<file path="src/rtl/codec_regif.sv">
module codec_regif #(
  parameter int ACI_LOAD = 3
) (
  input  logic       clk,
  input  logic       rst_n,
  input  logic [1:0] bus_addr,
  input  logic       bus_wr,
  input  logic       bus_rd,
  input  logic [7:0] bus_wdata,
  output logic [7:0] bus_rdata,
  input  logic       pb_irq_set,
  output logic       irq_o,
  output logic       mode_ext,
  output logic       mce_o,
  output logic       fmt_xtal,
  output logic [2:0] fmt_rate,
  output logic       fmt_stereo,
  output logic [2:0] fmt_code,
  output logic       play_en
);
  localparam int NREG = 32;
  localparam int CW   = $clog2(ACI_LOAD + 1);
  localparam logic [4:0] R_FMT = 5'd8, R_CFG = 5'd9, R_ERR = 5'd11,
                         R_MODE = 5'd12, R_AST = 5'd24;

  logic [7:0]    idx_q;
  logic [7:0]    bank [NREG];
  logic          int_q;
  logic [CW-1:0] aci_q;

  function automatic logic [7:0] dflt(input int i);
    case (i)
      2, 3, 4, 5, 18, 19: dflt = 8'h88;
      6, 7:               dflt = 8'h80;
      9:                  dflt = 8'h08;
      12:                 dflt = 8'h8A;
      25, 26:             dflt = 8'hA0;
      default:            dflt = 8'h00;
    endcase
  endfunction

  assign mode_ext = bank[R_MODE][6];
  assign mce_o    = idx_q[6];

  logic [4:0] iaddr;
  assign iaddr = mode_ext ? idx_q[4:0] : {1'b0, idx_q[3:0]};

  logic wr_idx, wr_dat, wr_sts, rd_err;
  assign wr_idx = bus_wr && bus_addr == 2'd0;
  assign wr_dat = bus_wr && bus_addr == 2'd1;
  assign wr_sts = bus_wr && bus_addr == 2'd2;
  assign rd_err = bus_rd && bus_addr == 2'd1 && iaddr == R_ERR;

  always_ff @(posedge clk) begin
    if (!rst_n) begin
      idx_q <= 8'h40;
      int_q <= 1'b0;
      aci_q <= '0;
      for (int i = 0; i < NREG; i++) bank[i] <= dflt(i);
    end else begin
      if (wr_idx) begin
        idx_q <= bus_wdata & 8'h7F;
        if (!idx_q[6] && bus_wdata[6] && (bank[R_CFG][4:3] != 2'b00))
          aci_q <= CW'(ACI_LOAD);
      end
      if (rd_err && aci_q != '0) aci_q <= aci_q - 1'b1;
      if (wr_dat) begin
        case (iaddr)
          R_FMT: begin
            if (idx_q[6]) bank[R_FMT] <= bus_wdata;
            else if (bank[R_AST][0]) bank[R_FMT] <= {bus_wdata[7:4], bank[R_FMT][3:0]};
          end
          R_CFG:  bank[R_CFG] <= bus_wdata & 8'hDF;
          R_ERR:  ;
          R_MODE: bank[R_MODE][6] <= bus_wdata[6];
          R_AST: begin
            bank[R_AST] <= bus_wdata;
            if (bank[R_AST][4] && !bus_wdata[4]) int_q <= 1'b0;
          end
          default: bank[iaddr] <= bus_wdata;
        endcase
      end
      if (wr_sts) begin
        int_q <= 1'b0;
        bank[R_AST][6:4] <= 3'b000;
      end
      if (pb_irq_set) begin
        int_q <= 1'b1;
        bank[R_AST][4] <= 1'b1;
      end
    end
  end

  always_comb begin
    case (bus_addr)
      2'd0: bus_rdata = idx_q & 8'h7F;
      2'd1: begin
        if (iaddr == R_ERR)
          bus_rdata = (aci_q != '0) ? (bank[R_ERR] | 8'h20) : (bank[R_ERR] & 8'hDF);
        else
          bus_rdata = bank[iaddr];
      end
      2'd2:    bus_rdata = {7'b0, int_q};
      default: bus_rdata = 8'h00;
    endcase
  end

  assign irq_o      = int_q;
  assign fmt_xtal   = bank[R_FMT][0];
  assign fmt_rate   = bank[R_FMT][3:1];
  assign fmt_stereo = bank[R_FMT][4];
  assign fmt_code   = mode_ext ? bank[R_FMT][7:5] : {1'b0, bank[R_FMT][6:5]};
  assign play_en    = bank[R_CFG][0];


  irq_rise_chk: assert property (@(posedge clk) disable iff (!rst_n)
    $rose(irq_o) |-> $past(pb_irq_set));

  sts_clear_chk: assert property (@(posedge clk) disable iff (!rst_n)
    (wr_sts && !pb_irq_set) |=> !irq_o);

  ast_ack_chk: assert property (@(posedge clk) disable iff (!rst_n)
    (wr_dat && iaddr == R_AST && bank[R_AST][4] && !bus_wdata[4] && !pb_irq_set) |=> !irq_o);

  fmt_gate_chk: assert property (@(posedge clk) disable iff (!rst_n)
    (wr_dat && iaddr == R_FMT && !idx_q[6] && !bank[R_AST][0])
    |=> $stable({fmt_xtal, fmt_rate, fmt_stereo}));

  mode_keep_chk: assert property (@(posedge clk) disable iff (!rst_n)
    (wr_dat && iaddr == R_MODE) |=> (bank[R_MODE][5:0] == 6'h0A && bank[R_MODE][7]));
endmodule

</file>
<file path="config.mk">
export PLATFORM = sky130hd
export DESIGN_NAME = codec_regif
export DESIGN_NICKNAME = d
export VERILOG_FILES = /design/src/rtl/codec_regif.sv
export SDC_FILE = /design/constraint.sdc
export NUM_CORES = 1
export LEC_CHECK = 0
export BUFFER_PORTS_ARGS = -buffer_cell sky130_fd_sc_hd__buf_2
export CAP_MARGIN = 20
export CORE_MARGIN = 1.5
export CORE_UTILIZATION = 50
export DETAILED_ROUTE_END_ITERATION = 8
export GPL_TIMING_DRIVEN = 0
export PLACE_DENSITY = 0.65
export REMOVE_ABC_BUFFERS = 1
export SYNTH_ARGS = -nofsm -noshare
export SYNTH_HDL_FRONTEND = slang
export SYNTH_SLANG_ARGS = --single-unit
</file>
<file path="constraint.sdc">
create_clock -name clk -period 3.4 [get_ports clk]
set_clock_uncertainty 0.1 [all_clocks]
set_input_delay 0.51 -clock clk [delete_from_list [all_inputs] [get_ports clk]]
set_output_delay 0.51 -clock clk [all_outputs]
set_load 0.01 [all_outputs]
</file>
Word-level counts from Yosys, hierarchy flattened --
Memories as Yosys holds them, arrays and structs flattened. Index checks and enable logic that the tools add are counted.
Storage, ports and cells: flip-flop bits (word level) 10, memory bits (writable) 256, memories 1
Cells by class: add/subtract/negate cells 1, equality and inequality tests 7, muxes and demuxes 63, bitwise gates (word level) 7, reduce and logical (&&, ||, !) cells 23
Memory list:
- bank | depth 32, bits a word 8, rd ports 6, clocked after Yosys merged registers in 0, write ports 32, RTL line 27 | logic [7:0] bank [NREG];
Operator list (count):
- two-way mux 8 bit | 12
- two-way mux 1 bit | 42
- one-hot mux 8 bit (3 select lines) | 1
- == test 5 x 4 -> 1 bit (second input constant) | 4
- two-way mux 5 bit | 2
- logical AND 1 bit | 9
- nonzero test 3 bit | 3
- nonzero test 2 bit | 4
- OR reduction 8 bit | 1
- bitwise OR 1 bit | 7
- two-way mux 2 bit | 3
- two-way mux 3 bit | 2
- two-way mux 6 bit | 1
- == test 5 bit (second input constant) | 1
- OR reduction 5 bit | 1
- AND reduction 3 bit | 1
- == test 2 x 1 -> 1 bit (second input constant) | 1
- == test 2 bit (second input constant) | 1
- logical NOT 1 bit | 2
- logical NOT 2 bit | 1
- AND reduction 2 bit | 1
- subtractor 2 x 1 -> 2 bit (second input constant) | 1

Depth between registers and ports, before layout --
An unclocked memory read counts as a cell.
word-level depth 10, mapped depth 8, mapped depth without buffers 6

Worst setup path before layout --
No wires, ideal clock.
path type input-to-reg, start in bus_addr[1], end mem bank[18][0] (enable), setup time 0.381 ns, arrival time 2.023 ns, setup slack 0.896 ns, cell stages on the path 7, buffers on the path 3, cells stage by stage buf_4 -> nand4b_1 -> nor2_1 -> nand2_1 -> clkbuf_1 -> clkbuf_1 -> o21ai_0
RTL lines:
- from (decl) | RTL line 6 | input logic [1:0] bus_addr,
- to (decl) | RTL line 27

Worst setup path after layout --
start reg idx_q[2], end out bus_rdata[1]
On the way: word-level cells in the longest chain between the ends 4, elaborated cells between the ends (all ways) 5
RTL lines:
- from (decl) | RTL line 26 | logic [7:0] idx_q;
- from (signal assigned) | RTL line 62 | idx_q <= bus_wdata & 8'h7F;
- two-way mux 5 bit * | RTL line 46 | assign iaddr = mode_ext ? idx_q[4:0] : {1'b0, idx_q[3:0]};
- memory read (32 x 8 bit) / == test 5 x 4 -> 1 bit (equally long branches)
- two-way mux 8 bit * | RTL line 98 | if (iaddr == R_ERR)
- one-hot mux 8 bit (3 select lines) * | RTL line 95 | case (bus_addr)
- to (decl) | RTL line 10 | output logic [7:0] bus_rdata,
Every way passes the cells marked *; elsewhere a longest branch is shown, timed or not.

==> run_results.csv <==
group,metric,value,unit
die,io_pins,35,
synth,syn_avg_cell_area,13.0,sq um
die,die-area,0.0270,sq mm
detailed_routing,wl_per_cell,24.2,microns
clock_tree,clk_pin_slew,60,ps
detailed_routing,drt_iter0_drc,1089,
global_route,grt_antenna_before_repair,0,
place,dp.cells,1296,
worst_setup_path,r2r_slack,260,ps
worst_setup_path,path_buf_inv,2,
worst_setup_path,worst-r2r-cell-count,6,
worst_setup_path,path_cells,"buf_8, and2_4, a22oi_1, a21oi_1, or4_1, o22ai_2, buf_2",
sta,max_slew_margin,0.266,
detailed_routing,drtPass1Iterations,5,
cells_and_area,final_cells,1363,
worst_setup_path,critPathLaunchType,"flip-flop",
pwr,p_per_area,495,mW/mm^2
place,io_buffer_count,34,
run_status,status,"finished, final reports clean",
worst_setup_path,reg2reg_from,"idx_q[0]",
synth,syn_inst,1002,
hold_path,hp-class,"in -> reg",
detailed_routing,viasPerCell,6.04,
sta,finalCritPeriodShare,0.999,
sta,fin_crit,3400,ps
clock_tree,worstSkewPairLatency,540,ps
cells_and_area,area_growth,11.1,%
sta,hold_ws,154,ps
detailed_routing,final_antenna_net_count,0,
detailed_routing,routed_wl,33000,microns
synth,ys_ff_latch,266,
synth,netlist_area,0.0130,sq mm
global_route,track_usage,0.250,
pwr,ir_drop,0.445,mV
cells_and_area,antennaDiodeCount,0,
detailed_routing,drt-met1-wl,14600,microns
die,row_count,58,
clock_tree,cts_tree,"yes",
clock_tree,max-clock-path-buffers,3,
clock_tree,cts_buffers,28,
cells_and_area,fillers,2069,
die,core,0.0254,sq mm
detailed_routing,vias,8237,
pwr,p_leak,4.97,nW
worst_setup_path,crit_fanout,14,
sta,tightest_slew,1090,ps
sta,hold_viol_final,0,
hold_path,min_path_cells,2,
worst_setup_path,critPathSlowestCell,"or4_1",
detailed_routing,drc,0,
place,gp_congestion,0.860,
hold_path,min_from,"pb_irq_set",
synth,ys_warn_count,0,
worst_setup_path,reg2reg_to,"bank[21][4]",
worst_setup_path,critPathKind,"reg -> out",
synth,ys_types,54,
die,die_w,164,microns
global_route,grt_pass1_wl,49600,microns
clock_tree,clkSinkCount,266,
cells_and_area,final_nets,1029,
global_route,grt_pass1_vias,8020,
detailed_routing,wl_met2,15100,microns
worst_setup_path,cp_data_arrival_time,2790,ps
sta,max_freq,295,MHz
global_route,grt_max_degree,48,
detailed_routing,wl_met3,2550,microns
flow_run,drv_cap,0,
sta,drv_slew,0,
worst_setup_path,required,2790,ps
global_route,overflow,0,
worst_setup_path,slowest_delay,580,ps
detailed_routing,dr.max_layer_used,"met4",
hold_path,min_to,"irq_o",
clock_tree,root_buffer,"clkbuf_16",
cells_and_area,drive_gt1_frac,0.164,
worst_setup_path,worstSetupEndpointType,"output pin",
clock_tree,h-tree-depth,1,
pwr,total_power,7.17,mW
place,dp.final_hpwl,20200,microns
die,die_h,164,microns
synth,yosysSeqAreaShare,0.605,
die,start_util,0.513,
sta,setup_violations,0,
worst_setup_path,critical_path.top_delay_family,"simple AND/OR/NAND/NOR gates",
sta,rsz0062_at_grt,"true",
==> worst register-to-register path: stages (launching register included) <==
cell and delay [ps]:
dfxtp_4 390, buf_12 110, bufbuf_16 350, nor2b_1 200, nand2_1 390, nor3_1 840, nand2b_1 430
==> how the worst max path moves through the flow <==
stage / endpoint / from / cells past startpoint / slack [ps]
detailed placement: bank[23][2] / rst_n / 6 / -440
global route: bus_rdata[1] / idx_q[1] / 8 / -20
global placement: bank[23][4] / idx_q[1] / 2 / -4390
CTS: bus_rdata[1] / bank[12][6] / 6 / 4
floorplan: bank[19][0] / idx_q[1] / 2 / -1670
finish: bus_rdata[1] / idx_q[2] / 7 / 5
==> power breakdown <==
| group | switching (mW) | internal (mW) | total (mW) |
|---|---|---|---|
| logic | 0.324 | 0.158 | 0.482 |
| clock network | 1.25 | 1.70 | 2.95 |
| registers | 0.0434 | 3.69 | 3.74 |
==> cells by family (layout without fill, tap and decap cells) <==
family | after synthesis | after routing | synth area share
compound gates | 138 | 138 | 0.0691
fa+ha+maj | 1 | 1 | 0.000960
buf+inv | 99 | 115 | 0.0447
flops | 266 | 266 | 0.605
mux | 117 | 117 | 0.112
other cells | 2 | 16 | 0.000576
simple gates | 379 | 380 | 0.167
==> state kept, by name (all words and copies together), names as in the netlist <==
signal / count
irq_o: 1
aci_q: 2
bank: 256
idx_q: 7
==> routing by layer <==
| metal | GRT usage | vias to the layer above |
|---|---|---|
| li1 | - | 3729 |
| met1 | 0.363 | 4109 |
| met2 | 0.394 | 345 |
| met3 | 0.0299 | 54 |
| met4 | 0.0774 | 0 |
| met5 | 0 | - |
==> final cells by class <==
type | count | area, sq um | share of cell area
multi-input combinational | 652 | 4750 | 0.328
sequential | 266 | 7900 | 0.546
timing repair buffer | 57 | 505 | 0.0349
clock inverter | 16 | 136 | 0.00942
tap | 330 | 413 | 0.0285
clock buffer | 34 | 744 | 0.0514
inverter | 8 | 30.0 | 0.00207
==> metrics by stage <==
step	utilization	setup WS, ps	TNS [ps]	cell area, sq um
final	0.570	4.76	0	14500
after global routing	0.570	-22.2	-22.2	14500
after CTS	0.564	4.27	0	14300
after detailed placement	0.522	-436	-20630	13300
after global placement	0.516	-4390	-1299580	13100
after floorplan	-	-1670	-349790	12500
==> Yosys cell counts (all sizes together) <==
cell type / n / area share
edfxtp: 256 / 0.59
and2: 181 / 0.087
mux2i: 82 / 0.063
clkbuf: 53 / 0.015
o21ai: 52 / 0.020
nor2: 43 / 0.013
nor3: 40 / 0.017
buf: 38 / 0.027
nand2: 28 / 0.0083
mux4: 21 / 0.037
nand2b: 21 / 0.010
a22oi: 16 / 0.0092
or3: 16 / 0.0077
nor2b: 15 / 0.0074
a221oi: 14 / 0.0094
mux2: 14 / 0.012
o22ai: 14 / 0.0067
and3: 12 / 0.0058
a21oi: 10 / 0.0038
dfxtp: 10 / 0.015
inv: 8 / 0.0023
nand3: 8 / 0.0031
a31oi: 7 / 0.0034
nor4: 7 / 0.0034
a22o: 6 / 0.0040
o31ai: 6 / 0.0038
o32ai: 4 / 0.0027
a211oi: 2 / 0.0012
a221o: 2 / 0.0015
conb: 2 / 0.00058
or2: 2 / 0.00096
or4: 2 / 0.0012
a2bb2oi: 1 / 0.00067
a32o: 1 / 0.00077
a41oi: 1 / 0.00067
and4: 1 / 0.00067
and4b: 1 / 0.00077
and4bb: 1 / 0.00096
ha: 1 / 0.00096
nand4b: 1 / 0.00067
o21a: 1 / 0.00058
o221ai: 1 / 0.00067
==> placed cells by master (no fill, tap or decap), types with 18 or more instances in the layout <==
cell type | synthesis | layout
nor2_1 | 41 | 39
nor3_1 | 37 | 36
clkbuf_16 | 0 | 30
edfxtp_1 | 256 | 256
nand2_1 | 27 | 23
buf_2 | 10 | 41
mux4_2 | 18 | 18
mux2i_1 | 82 | 82
and2_1 | 180 | 179
nand2b_1 | 21 | 19
o21ai_0 | 52 | 48
==> what timing repair did <==
| item | in CTS | in global routing |
|---|---|---|
| buffers inserted | 7 | 0 |
| gates cloned | 1 | 2 |
| pin swaps | 0 | 0 |
| endpoints found under the setup margin | 92 | 36 |
| resized for setup | 22 | 20 |
| hold buffers | 0 | 0 |
(Power assumes the default switching activity.)
